--- config.mk ---
export PLATFORM = sky130hd
export DESIGN_NAME = pwm_deadtime_gen
export DESIGN_NICKNAME = d
export VERILOG_FILES = /design/src/rtl/pwm_dt_pkg.sv /design/src/rtl/pwm_dt_run_timer.sv /design/src/rtl/pwm_dt_shaper.sv /design/src/rtl/pwm_dt_route.sv /design/src/rtl/pwm_deadtime_gen.sv
export SDC_FILE = /design/constraint.sdc
export NUM_CORES = 1
export LEC_CHECK = 0
export BUFFER_PORTS_ARGS = -buffer_cell sky130_fd_sc_hd__buf_2
export CAP_MARGIN = 25
export CELL_PAD_IN_SITES_DETAIL_PLACEMENT = 2
export CELL_PAD_IN_SITES_GLOBAL_PLACEMENT = 2
export CORE_MARGIN = 2
export CORE_UTILIZATION = 37
export CTS_BUF_LIST = sky130_fd_sc_hd__clkbuf_4 sky130_fd_sc_hd__clkbuf_8
export DETAILED_ROUTE_END_ITERATION = 16
export PLACE_DENSITY_LB_ADDON = 0.1
export SYNTH_ARGS = -nofsm -noshare
export SYNTH_HDL_FRONTEND = slang
export SYNTH_SLANG_ARGS = --single-unit
--- constraint.sdc ---
create_clock -name clk_i -period 7.9 [get_ports clk_i]
set_input_delay 0.79 -clock clk_i [delete_from_list [all_inputs] [get_ports clk_i]]
set_output_delay 0.79 -clock clk_i [all_outputs]
set_load 0.01 [all_outputs]
--- src/rtl/pwm_dt_pkg.sv ---
package pwm_dt_pkg;
  localparam int CFG_LSB  = 9;
  localparam int CFG_MSB  = 17;
  localparam int CFG_W    = CFG_MSB - CFG_LSB + 1;
  localparam int TICK_SEL = 17;
  localparam int BYP_B    = 16;
  localparam int BYP_A    = 15;
  localparam int INV_FALL = 14;
  localparam int INV_RISE = 13;
  localparam int SRC_FALL = 12;
  localparam int SRC_RISE = 11;
  localparam int SWP_B    = 10;
  localparam int SWP_A    = 9;

  typedef struct packed {
    logic tick_alt;
    logic byp_b;
    logic byp_a;
    logic inv_fall;
    logic inv_rise;
    logic src_fall;
    logic src_rise;
    logic swp_b;
    logic swp_a;
  } dt_ctrl_t;

  function automatic dt_ctrl_t decode_ctrl(input logic [CFG_MSB:CFG_LSB] w);
    dt_ctrl_t c;
    c.tick_alt = w[TICK_SEL];
    c.byp_b    = w[BYP_B];
    c.byp_a    = w[BYP_A];
    c.inv_fall = w[INV_FALL];
    c.inv_rise = w[INV_RISE];
    c.src_fall = w[SRC_FALL];
    c.src_rise = w[SRC_RISE];
    c.swp_b    = w[SWP_B];
    c.swp_a    = w[SWP_A];
    return c;
  endfunction
endpackage

--- src/rtl/pwm_dt_run_timer.sv ---
// Counts ticks the input has held its level; restarts on each edge.
module pwm_dt_run_timer #(
  parameter int CNT_W = 16
) (
  input  logic             clk_i,
  input  logic             rst_ni,
  input  logic             tick_i,
  input  logic             lvl_i,
  output logic [CNT_W-1:0] run_o
);
  localparam logic [CNT_W-1:0] RUN_MAX = '1;
  localparam logic [CNT_W-1:0] RUN_ONE = {{(CNT_W-1){1'b0}}, 1'b1};

  logic             lvl_q;
  logic [CNT_W-1:0] cnt_q;

  always_ff @(posedge clk_i or negedge rst_ni) begin
    if (!rst_ni) begin
      lvl_q <= 1'b0;
      cnt_q <= RUN_MAX;
    end else if (tick_i) begin
      if (lvl_i != lvl_q) begin
        lvl_q <= lvl_i;
        cnt_q <= RUN_ONE;
      end else if (cnt_q != RUN_MAX) begin
        cnt_q <= cnt_q + RUN_ONE;
      end
    end
  end

  // an edge not yet seen by a tick counts as zero elapsed ticks
  assign run_o = (lvl_i == lvl_q) ? cnt_q : '0;

  AST_HOLD_NO_TICK: assert property (@(posedge clk_i) disable iff (!rst_ni)
    !tick_i |=> ($stable(cnt_q) && $stable(lvl_q)));

  AST_EDGE_RESTART: assert property (@(posedge clk_i) disable iff (!rst_ni)
    (tick_i && (lvl_i != lvl_q)) |=> (run_o <= RUN_ONE));
endmodule

--- src/rtl/pwm_dt_shaper.sv ---
// One delay unit: RISE=1 holds back rising edges, RISE=0 falling edges.
module pwm_dt_shaper #(
  parameter bit RISE  = 1'b1,
  parameter int CNT_W = 16
) (
  input  logic             src_i,
  input  logic [CNT_W-1:0] run_i,
  input  logic [CNT_W-1:0] dly_i,
  input  logic             inv_i,
  output logic             y_o
);
  logic settled;
  logic y_raw;

  assign settled = (run_i >= dly_i);

  generate
    if (RISE) begin : g_rise
      assign y_raw = src_i & settled;
    end else begin : g_fall
      assign y_raw = src_i | ~settled;
    end
  endgenerate

  assign y_o = y_raw ^ inv_i;
endmodule

--- src/rtl/pwm_dt_route.sv ---
module pwm_dt_route
  import pwm_dt_pkg::*;
(
  input  dt_ctrl_t ctrl_i,
  input  logic     raw_a_i,
  input  logic     raw_b_i,
  input  logic     rise_i,
  input  logic     fall_i,
  output logic     out_a_o,
  output logic     out_b_o
);
  logic path_a, path_b;

  assign path_a  = ctrl_i.byp_a ? raw_a_i : rise_i;
  assign path_b  = ctrl_i.byp_b ? raw_b_i : fall_i;
  assign out_a_o = ctrl_i.swp_a ? path_b : path_a;
  assign out_b_o = ctrl_i.swp_b ? path_a : path_b;
endmodule

--- src/rtl/pwm_deadtime_gen.sv ---
module pwm_deadtime_gen
  import pwm_dt_pkg::*;
#(
  parameter int DLY_W = 16
) (
  input  logic                   clk_i,
  input  logic                   rst_ni,
  input  logic                   tick_i,
  input  logic                   alt_tick_i,
  input  logic [CFG_MSB:CFG_LSB] ctrl_i,
  input  logic [DLY_W-1:0]       rise_dly_i,
  input  logic [DLY_W-1:0]       fall_dly_i,
  input  logic                   pwm_a_i,
  input  logic                   pwm_b_i,
  output logic                   out_a_o,
  output logic                   out_b_o
);
  localparam int N_STREAM = 2;
  localparam int N_UNIT   = 2;

  dt_ctrl_t         ctrl;
  logic             dly_tick;
  logic [N_STREAM-1:0] raw;
  logic [DLY_W-1:0] run   [N_STREAM];
  logic [N_UNIT-1:0]   u_sel, u_inv, u_src, u_y;
  logic [DLY_W-1:0] u_run [N_UNIT];
  logic [DLY_W-1:0] u_dly [N_UNIT];

  assign ctrl     = decode_ctrl(ctrl_i);
  assign dly_tick = ctrl.tick_alt ? alt_tick_i : tick_i;
  assign raw      = {pwm_b_i, pwm_a_i};

  generate
    for (genvar s = 0; s < N_STREAM; s++) begin : g_stream
      pwm_dt_run_timer #(.CNT_W(DLY_W)) u_run_timer (
        .clk_i  (clk_i),
        .rst_ni (rst_ni),
        .tick_i (dly_tick),
        .lvl_i  (raw[s]),
        .run_o  (run[s])
      );
    end
  endgenerate

  // unit 0 = rising-edge delay, unit 1 = falling-edge delay
  assign u_sel    = {ctrl.src_fall, ctrl.src_rise};
  assign u_inv    = {ctrl.inv_fall, ctrl.inv_rise};
  assign u_dly[0] = rise_dly_i;
  assign u_dly[1] = fall_dly_i;

  generate
    for (genvar u = 0; u < N_UNIT; u++) begin : g_unit
      assign u_src[u] = raw[u_sel[u]];
      assign u_run[u] = run[u_sel[u]];
      pwm_dt_shaper #(.RISE(u == 0), .CNT_W(DLY_W)) u_shaper (
        .src_i (u_src[u]),
        .run_i (u_run[u]),
        .dly_i (u_dly[u]),
        .inv_i (u_inv[u]),
        .y_o   (u_y[u])
      );
    end
  endgenerate

  pwm_dt_route u_route (
    .ctrl_i  (ctrl),
    .raw_a_i (pwm_a_i),
    .raw_b_i (pwm_b_i),
    .rise_i  (u_y[0]),
    .fall_i  (u_y[1]),
    .out_a_o (out_a_o),
    .out_b_o (out_b_o)
  );

  AST_BYPASS_THRU: assert property (@(posedge clk_i) disable iff (!rst_ni)
    (ctrl_i[BYP_A] && ctrl_i[BYP_B] && !ctrl_i[SWP_A] && !ctrl_i[SWP_B])
      |-> (out_a_o == pwm_a_i && out_b_o == pwm_b_i));

  AST_SWAP_BYPASSED: assert property (@(posedge clk_i) disable iff (!rst_ni)
    (ctrl_i[BYP_A] && ctrl_i[BYP_B] && ctrl_i[SWP_A] && ctrl_i[SWP_B])
      |-> (out_a_o == pwm_b_i && out_b_o == pwm_a_i));

  AST_NO_OVERLAP: assert property (@(posedge clk_i) disable iff (!rst_ni)
    (ctrl_i[CFG_MSB-1:CFG_LSB] == 8'(1 << (INV_FALL - CFG_LSB)))
      |-> !(out_a_o && out_b_o));
endmodule

==> results of run 1 <==
[cells by family (layout without fill, tap and decap cells)]
family                     after synthesis  in the layout  share of synthesized area (%)
AOI/OAI and AO/OA                       83             83                           16.0
xor gates and xnor gates                22             22                           6.25
adders and majority gates               34             34                           13.3
buffers and inverters                   57             96                           6.91
and+or+nand+nor                        171            171                           26.1
muxes                                   11             11                           3.63
DFF                                     34             34                           27.8
[cell usage after synthesis, drive strengths merged (5+ instances only)]
| library cell | n |
|---|---|
| clkbuf | 11 |
| ha | 34 |
| mux2 | 5 |
| a21o | 5 |
| a31oi | 6 |
| and4 | 7 |
| nor2 | 40 |
| xnor2 | 9 |
| o21ai | 43 |
| xor2 | 13 |
| nand2 | 42 |
| a21oi | 12 |
| inv | 37 |
| nand3 | 46 |
| buf | 9 |
| mux2i | 6 |
| nand4 | 12 |
| dfstp | 32 |
[flip-flops by register name, indices dropped and copies added (netlist names)]
| signal | cells |
|---|---|
| g_stream.u_run_timer.cnt_q | 32 |
| g_stream.u_run_timer.lvl_q | 2 |
[power by group through the flow]
stage	Combinational, mW	Clock, mW	Sequential (mW)
floorplan	0.0956	0	0.216
global placement	0.132	0	0.224
detailed placement	0.141	0	0.226
CTS	0.142	0.147	0.224
global route	0.161	0.156	0.227
finish	0.140	0.142	0.224
[final cells by class]
| type | count | area [um2] |
|---|---|---|
| timing repair buffer | 51 | 263 |
| clock inverter | 1 | 5.00 |
| tap | 105 | 131 |
| fill | 1011 | 4690 |
| sequential | 34 | 891 |
| multi-input combinational | 321 | 2090 |
| inverter | 37 | 139 |
| clock buffer | 7 | 90.1 |
[layer usage]
layer	global-route usage, %	share of wire [%]	vias up
met3	3.61	2.4	12
met5	0	0	-
met2	42.4	52	47
met4	3.58	0.95	0
met1	29.1	44	1581
li1	-	-	1525
[tightest hold or removal path: stages (launching register included)]
cell	delay, ns
dfstp_2	0.39
nand2_1	0.05
o21ai_0	0.08
[cells in the final DEF, fill, tap and decap left out, types with 2 or more instances in the layout]
| cell type | Yosys | final |
|---|---|---|
| buf_2 | 3 | 48 |
| nor2_1 | 40 | 40 |
| nor3_1 | 4 | 4 |
| a211oi_1 | 4 | 4 |
| mux2_2 | 4 | 4 |
| nand3_1 | 46 | 46 |
| and2_1 | 2 | 2 |
| nor4_1 | 2 | 2 |
| a31oi_1 | 6 | 6 |
| and4_1 | 7 | 7 |
| dfrtp_1 | 2 | 2 |
| nor2b_1 | 4 | 4 |
| inv_1 | 37 | 37 |
| xnor2_1 | 8 | 8 |
| mux2i_1 | 6 | 6 |
| nand2_1 | 42 | 42 |
| clkbuf_8 | 0 | 6 |
| o21ai_0 | 43 | 43 |
| buf_4 | 1 | 3 |
| or3_1 | 2 | 2 |
| dfstp_2 | 32 | 32 |
| xor2_1 | 13 | 13 |
| nand4_1 | 12 | 12 |
| and3_1 | 3 | 3 |
| a21oi_1 | 12 | 12 |
| a21o_1 | 5 | 5 |
| ha_1 | 34 | 34 |
| a221oi_1 | 2 | 2 |
[worst paths after layout]
check	endpoint	slack, ns	startpoint	cells past startpoint
worst max-delay path	out_a_o	3.22	pwm_b_i	12
worst min-delay path	g_stream[0].u_run_timer.cnt_q[1]$_DFFE_PN1P_	0.53	g_stream[0].u_run_timer.cnt_q[1]$_DFFE_PN1P_	2
worst max register to register	g_stream[1].u_run_timer.cnt_q[11]$_DFFE_PN1P_	5.23	g_stream[1].u_run_timer.lvl_q$_DFFE_PN0P_	7
worst min register to register	g_stream[0].u_run_timer.cnt_q[1]$_DFFE_PN1P_	0.53	g_stream[0].u_run_timer.cnt_q[1]$_DFFE_PN1P_	2
max in group asynchronous	g_stream[1].u_run_timer.lvl_q$_DFFE_PN0P_	6.83	rst_ni	1
min in group asynchronous	g_stream[0].u_run_timer.lvl_q$_DFFE_PN0P_	0.59	rst_ni	1
==> impl_metrics.ini, run 1 <==
[yosys]
synth_seq_area_share_pct = 27.8
syn_inst = 412
yosysUniqueCellTypes = 49
netlist_area_mm2 = 0.00320
syn-num-nets = 493
async_flop_share_pct = 100
ys_seq_elements = 34
yosysTopAreaCell = dfstp_2
synth_edf_count = 0
syn_avg_cell_area_um2 = 7.77
synth_top_cell_area_share_pct = 26.3
synthTopCellsByArea = dfstp_2 26%, ha_1 13%, nand3_1 7.2%
synth_warnings = 0
ys.flop_type = dfstp_2

[clock_tree]
cts_tree = done
postCtsHoldBufs = 0
cts_root_buf = clkbuf_8
clk-insertion-delay-late_ns = 0.30
numCtsBuffers = 5
htreeDepth = 2
postCtsSetupBuffers = 0
cts_buffer_depth = 2
clk_pin_slew_ns = 0.07
cts_resized = 0
cts.sinks = 34

[routing]
vias = 3165
drtIter0Drc = 82
wire_per_inst_um = 18.6
vias_per_cell = 5.69
drc = 0
wl_um = 10300
ant_nets = 0
firstDrtPassIters = 5

[setup_path]
end_kind = output port
start_kind = input port
cp.required_ns = 7.11
critPathMaxStageDelay_ns = 0.41
worst_ep_arrival_time_ns = 3.89
cp.buffers_inverters = 3
criticalPathCategory = in -> out
path_cells = buf_2, xnor2_2, buf_4, a31oi_1, ha_1, nand2b_4, a2111o_1, a221o_1, a2111oi_4, mux2i_1, mux2i_1, buf_2
cp_top_family = compound AO/OA/AOI/OAI gates
critPathMaxFanout = 36
cp_slowest_cell = buf_4

[floorplanning]
die_x_um = 97.0
die_area_mm2 = 0.00942
io_pins = 49
core_mm2 = 0.00830
rows = 33
start_util_pct = 38.6
die_y_um = 97.0

[sta]
clock.fmax_mhz = 214
period_share_pct = 59.2
setup_violations = 0
tightest_slew_ns = 0.921
hold_ws_ns = 0.533
setup_slack_ns = 3.22
rsz0062_at_grt = no
tns_ns = 0
relSlewSlack_pct = 38.4
drv_slew = 0
fin_crit_ns = 4.68
fin_skew_ns = 0.00803
hold_violations = 0

[finish]
fin_util_pct = 43.5
area_delta_synth_final_pct = 12.7
finalInstanceArea_mm2 = 0.00361
antenna_cells = 0
stdcell_count = 556
final_nets = 531
drive_above_1_share_pct = 22.2

[pwr]
p_per_area_mw_per_mm2 = 140
sw_frac_of_total_pct = 35.1
max-vdd-ir-drop_mv = 0.0816
p_clk_share_pct = 28.1
p_leak_nw = 1.63
seqPwrFrac_pct = 44.2
p_comb_share_pct = 27.7
total_power_mw = 0.506
p_switching_mw = 0.178
internal_power_mw = 0.329

[grt]
grt_pass1_vias = 3492
grt_pass1_wl_um = 17800
globalRoute.totalOverflow = 0
grt_max_degree = 37
grt.total_usage_pct = 23.1
antenna_found_initial = 0

[place]
hpwl_um = 8100
placed_area_mm2 = 0.00351
gp_congestion = 0.781
preCtsSetupSlack_ns = 3.21
port_buffers = 48
dp_cells = 548

[job]
cap_violations = 0

[outcome]
status = complete, no violations

[hold_path]
hold_class = reg -> reg
Power figures use the tool's default switching activity.
==> run 2: changes to the inputs <==
ABC_AREA = 1   (was default)
CORE_UTILIZATION = 29   (was 37)
clock period = 4 ns   (was 7.9 ns; I/O delays follow)
==> impl_metrics.ini, run 2 <==
[routing]
wire_per_inst_um = 16.2
drtIter0Drc = 103
vias_per_cell = 4.94
wl_um = 11700
drc = 0
vias = 3554
ant_nets = 0
firstDrtPassIters = 4

[setup_path]
start_kind = register
critPathMaxFanout = 16
cp.required_ns = 3.60
end_kind = output port
criticalPathCategory = reg -> out
worst_ep_arrival_time_ns = 3.16

[place]
hpwl_um = 9610
port_buffers = 48
gp_congestion = 0.772

[sta]
tns_ns = 0
hold_ws_ns = 0.205
clock.fmax_mhz = 281
fin_skew_ns = 0.00522
tightest_slew_ns = 0.835
fin_crit_ns = 3.56
rsz0062_at_grt = no
hold_violations = 0
relSlewSlack_pct = 44.4
setup_violations = 0
period_share_pct = 88.9
drv_slew = 0

[pwr]
p_per_area_mw_per_mm2 = 257
internal_power_mw = 0.649
total_power_mw = 1.01
p_switching_mw = 0.356
p_comb_share_pct = 26.3
seqPwrFrac_pct = 41.5
p_clk_share_pct = 32.3
max-vdd-ir-drop_mv = 0.0894
p_leak_nw = 1.82
sw_frac_of_total_pct = 35.4

[finish]
antenna_cells = 0
largest_reg_flops = 32
final_cell_mix = 143 x nand2_1, 88 x inv_1, 48 x buf_2
reg_top3 = g_stream.u_run_timer.cnt_q x32, g_stream.u_run_timer.lvl_q x2
final_common_cell = nand2_1
final_nets = 656
top_register = g_stream.u_run_timer.cnt_q
area_delta_synth_final_pct = 13.6
drive_above_1_share_pct = 19.1

[clock_tree]
cts.sinks = 34
clk_pin_slew_ns = 0.08
clk-insertion-delay-late_ns = 0.31
postCtsSetupBuffers = 0
cts_buffer_depth = 2
cts_tree = done
cts_root_buf = clkbuf_8
cts_resized = 0
numCtsBuffers = 5
postCtsHoldBufs = 0
htreeDepth = 2

[grt]
antenna_found_initial = 0
grt_pass1_vias = 3930
globalRoute.totalOverflow = 0
grt.total_usage_pct = 19.2
grt_max_degree = 35
grt_pass1_wl_um = 19400

[hold_path]
hold_class = in -> async

[floorplanning]
die_x_um = 113
start_util_pct = 29.9
io_pins = 49
core_mm2 = 0.0115
die_y_um = 113
rows = 39
die_area_mm2 = 0.0128

[yosys]
synth_edf_count = 0
yosysUniqueCellTypes = 33
synthTopCellsByCount = 143 x nand2_1, 88 x inv_1, 46 x o21ai_0
ys_seq_elements = 34
syn-num-nets = 613
synthTopCellsByArea = dfstp_2 24%, nand2_1 16%, ha_1 12%
yosysTopAreaCell = dfstp_2
async_flop_share_pct = 100
netlist_area_mm2 = 0.00345
syn_avg_cell_area_um2 = 6.48
ys.flop_type = dfstp_2
synth_seq_area_share_pct = 25.8
post-synth-top-count-cell = nand2_1
syn_inst = 532
synth_warnings = 0
synth_top_cell_area_share_pct = 24.4

[job]
cap_violations = 0

[outcome]
status = complete, no violations
[run 2: changes by cell type after synthesis, sizes merged, moves of 8 or more]
cell / change
inv: +55
o21ai: +17
nand3: -17
a21oi: +10
xnor2: -8
nand2: +107
nor3: +9
[run 2: final timing paths]
check	start	end	slack (ns)	cells past startpoint
max	g_stream[0].u_run_timer.lvl_q$_DFFE_PN0P_	out_a_o	0.44	17
min	rst_ni	g_stream[0].u_run_timer.lvl_q$_DFFE_PN0P_	0.20	1
max reg2reg	g_stream[1].u_run_timer.lvl_q$_DFFE_PN0P_	g_stream[1].u_run_timer.cnt_q[3]$_DFFE_PN1P_	1.87	9
min reg2reg	g_stream[1].u_run_timer.cnt_q[15]$_DFFE_PN1P_	g_stream[1].u_run_timer.cnt_q[15]$_DFFE_PN1P_	0.49	2
max in group asynchronous	rst_ni	g_stream[1].u_run_timer.lvl_q$_DFFE_PN0P_	3.29	1
min in group clk_i	pwm_a_i	g_stream[0].u_run_timer.lvl_q$_DFFE_PN0P_	0.36	3
[run 2: metrics by stage]
stage | setup WS, ns | area, um2 | utilization (%) | instances
2_1_floorplan | 1.38 | 3450 | - | 532
3_5_place_dp | 0.516 | 3810 | 33.1 | 711
4_1_cts | 0.359 | 3920 | 34.0 | 719
3_3_place_gp | 0.521 | 3810 | 33.1 | 711
6_report | 0.442 | 3920 | 34.0 | 719
5_1_grt | 0.108 | 3920 | 34.0 | 719
[run 2: cell type report]
| cell class | count | area [um2] |
|---|---|---|
| clock buffer | 8 | 110 |
| fill | 1423 | 7600 |
| inverter | 92 | 348 |
| multi-input combinational | 393 | 2140 |
| sequential | 34 | 891 |
| tap | 143 | 179 |
| timing repair buffer | 49 | 248 |
[run 2: layer usage]
metal	GRT usage (%)	up-vias	wire length, um	share of wire (%)
met2	35.1	20	6050	52
met3	3.16	14	208	1.8
met5	0	-	0	0
li1	-	1791	-	-
met4	4.23	0	148	1.3
met1	23.7	1729	5260	45
[run 2: power groups by stage]
stage          clock, mW  sequential, mW  combinational, mW
2_1_floorplan          0           0.410              0.176
3_3_place_gp           0           0.419              0.260
3_5_place_dp           0           0.422              0.271
4_1_cts            0.333           0.417              0.272
5_1_grt            0.346           0.422              0.305
6_report           0.325           0.417              0.264
[run 2: cell families after synthesis]
family / share of synthesized area [%]
xor gates and xnor gates: 3.56
and+or+nand+nor: 30.7
AOI/OAI and AO/OA: 15.2
DFF: 25.8
buffers and inverters: 12.0
muxes: 0.327
adders and majority gates: 12.3
[run 2: worst max-delay path, stage by stage (launching register included)]
cell and delay, ns:
dfrtp_1 0.35, inv_1 0.05, nand2_1 0.06, nand2_1 0.15
inv_1 0.44, nand2_1 0.19, o21ai_0 0.26, ha_1 0.31
a21oi_1 0.15, o21ai_0 0.13, a21oi_1 0.18, nand2_1 0.09
nand2_1 0.06, nand2_1 0.05, nand3_1 0.09, nand3_1 0.09
nand2_1 0.06, buf_2 0.12
==> run 3: changes to the inputs <==
BUFFER_PORTS_ARGS = default   (was -buffer_cell sky130_fd_sc_hd__buf_2)
CAP_MARGIN = default   (was 25)
CORE_UTILIZATION = 33   (was 29)
DONT_BUFFER_PORTS = 1   (was default)
==> impl_metrics.ini, run 3 (synthesized netlist as in run 2, its figures left out) <==
[clock_tree]
cts_tree = done
clk-insertion-delay-late_ns = 0.30
htreeDepth = 2
numCtsBuffers = 5
cts.sinks = 34
cts_buffer_depth = 2
clk_pin_slew_ns = 0.07
cts_root_buf = clkbuf_8

[pwr]
p_per_area_mw_per_mm2 = 255
max-vdd-ir-drop_mv = 0.0917
total_power_mw = 0.938
internal_power_mw = 0.606
seqPwrFrac_pct = 44.3
sw_frac_of_total_pct = 35.4
p_leak_nw = 1.64
p_comb_share_pct = 25.3
p_switching_mw = 0.332
p_clk_share_pct = 30.4

[finish]
area_delta_synth_final_pct = 6.72
drive_above_1_share_pct = 11.7
top_register = g_stream.u_run_timer.cnt_q
largest_reg_flops = 32
final_common_cell = nand2_1
reg_top3 = g_stream.u_run_timer.cnt_q x32, g_stream.u_run_timer.lvl_q x2
final_cell_mix = 143 x nand2_1, 88 x inv_1, 46 x o21ai_0
fin_util_pct = 36.0
antenna_cells = 0
stdcell_count = 665
final_nets = 610
n_fill_cell = 1298

[routing]
vias_per_cell = 5.14
wl_um = 11300
drtIter0Drc = 71
ant_nets = 0
drc = 0
wire_per_inst_um = 16.9
firstDrtPassIters = 4
vias = 3416

[setup_path]
r2r-start = g_stream[1].u_run_timer.cnt_q[0]$_DFFE_PN1P_
cpMostUsedCell = nand2_1
critPathMaxFanout = 16
worst_ep_arrival_time_ns = 3.11
cp.buffers_inverters = 3
end_kind = output port
path_cells = inv_1, nand2_1, nand2_1, inv_1, nand2_1, o21ai_0, ha_1, nand2_1, inv_1, nand2_1, nor2_1, nor2_1, nand2_1, nand2_1, nand2_1, nand2_1, nand2_1, nand3_1, nand3_1, nand2_1
setup.worst_path.start = g_stream[0].u_run_timer.lvl_q$_DFFE_PN0P_
critPathMaxStageDelay_ns = 0.46
cp.required_ns = 3.60
worstRegToRegCells = 8
worst-path-stages = 20
start_kind = register
cp_slowest_cell = inv_1
cp_top_family = simple AND/OR/NAND/NOR gates
criticalPathCategory = reg -> out

[floorplanning]
rows = 37
die_y_um = 106
io_pins = 49
die_x_um = 106
start_util_pct = 33.7
die_area_mm2 = 0.0113
core_mm2 = 0.0102

[outcome]
status = complete, no violations

[sta]
rsz0062_at_grt = no
relSlewSlack_pct = 50.0
clock.fmax_mhz = 285
hold_violations = 0
hold_ws_ns = 0.221
tightest_slew_ns = 0.749
drv_slew = 0
setup_violations = 0
tns_ns = 0
fin_crit_ns = 3.51
period_share_pct = 87.9
fin_skew_ns = 0.00279

[job]
cap_violations = 0

[hold_path]
hold_start = pwm_a_i
hold_depth = 2
hold_class = in -> reg

[grt]
met1_usage_pct = 25.9
grt.total_usage_pct = 21.4
grt_pass1_wl_um = 18900
grt_pass1_vias = 3727
gr-max-usage-layer = met2
grt_max_degree = 35
grt_use_met3_pct = 3.13
globalRoute.totalOverflow = 0
met2_usage_pct = 39.7
antenna_found_initial = 0

[place]
hpwl_um = 9150
gp_congestion = 0.766
dp_cells = 656
port_buffers = 0
run 3: routing by layer:
metal	up-vias	routed length (um)
met5	-	0
met4	0	125
met3	12	157
met2	17	5930
met1	1684	5060
li1	1703	-
run 3: through the flow:
| stage | setup slack, ns | instance area [um2] |
|---|---|---|
| after floorplan | 1.38 | 3450 |
| final | 0.485 | 3680 |
| after global routing | 0.0784 | 3680 |
| after CTS | 0.406 | 3680 |
| after detailed placement | 0.709 | 3560 |
| after global placement | 0.818 | 3560 |
run 3: path summary, 6_finish.rpt:
kind | end | slack, ns
min | g_stream[0].u_run_timer.lvl_q$_DFFE_PN0P_ | 0.22
max reg2reg | g_stream[1].u_run_timer.cnt_q[8]$_DFFE_PN1P_ | 1.91
max in group asynchronous | g_stream[0].u_run_timer.cnt_q[2]$_DFFE_PN1P_ | 3.15
min reg2reg | g_stream[0].u_run_timer.cnt_q[2]$_DFFE_PN1P_ | 0.50
max | out_a_o | 0.49
min in group asynchronous | g_stream[1].u_run_timer.lvl_q$_DFFE_PN0P_ | 0.60
run 3: final cells by class:
cell class / count / area [um2] / area share [%]
multi-input combinational: 393 / 2140 / 58.2
sequential: 34 / 891 / 24.2
inverter: 92 / 348 / 9.46
tap: 136 / 170 / 4.63
clock buffer: 7 / 90.1 / 2.45
timing repair buffer: 3 / 37.5 / 1.02
run 3: worst register-to-register path, stage by stage, from the launching register on:
cell and delay, ns:
dfstp_2 0.56, ha_1 0.20, nand2_1 0.13, nor4_1 0.27, nand2_1 0.09, nand2_2 0.27
inv_2 0.26, nand4_1 0.16, o21ai_2 0.06
run 3: power by group through the flow:
stage	sequential [mW]	combinational (mW)	clock [mW]
floorplan	0.410	0.176	0
global placement	0.419	0.216	0
detailed placement	0.421	0.229	0
CTS	0.416	0.242	0.299
global route	0.421	0.276	0.306
finish	0.415	0.237	0.285
run 3: repair_timing:
action,in CTS,in global routing
setup buffers,0,0
endpoints found under the hold margin,34,0
hold buffers,2,0
resized for setup,0,0
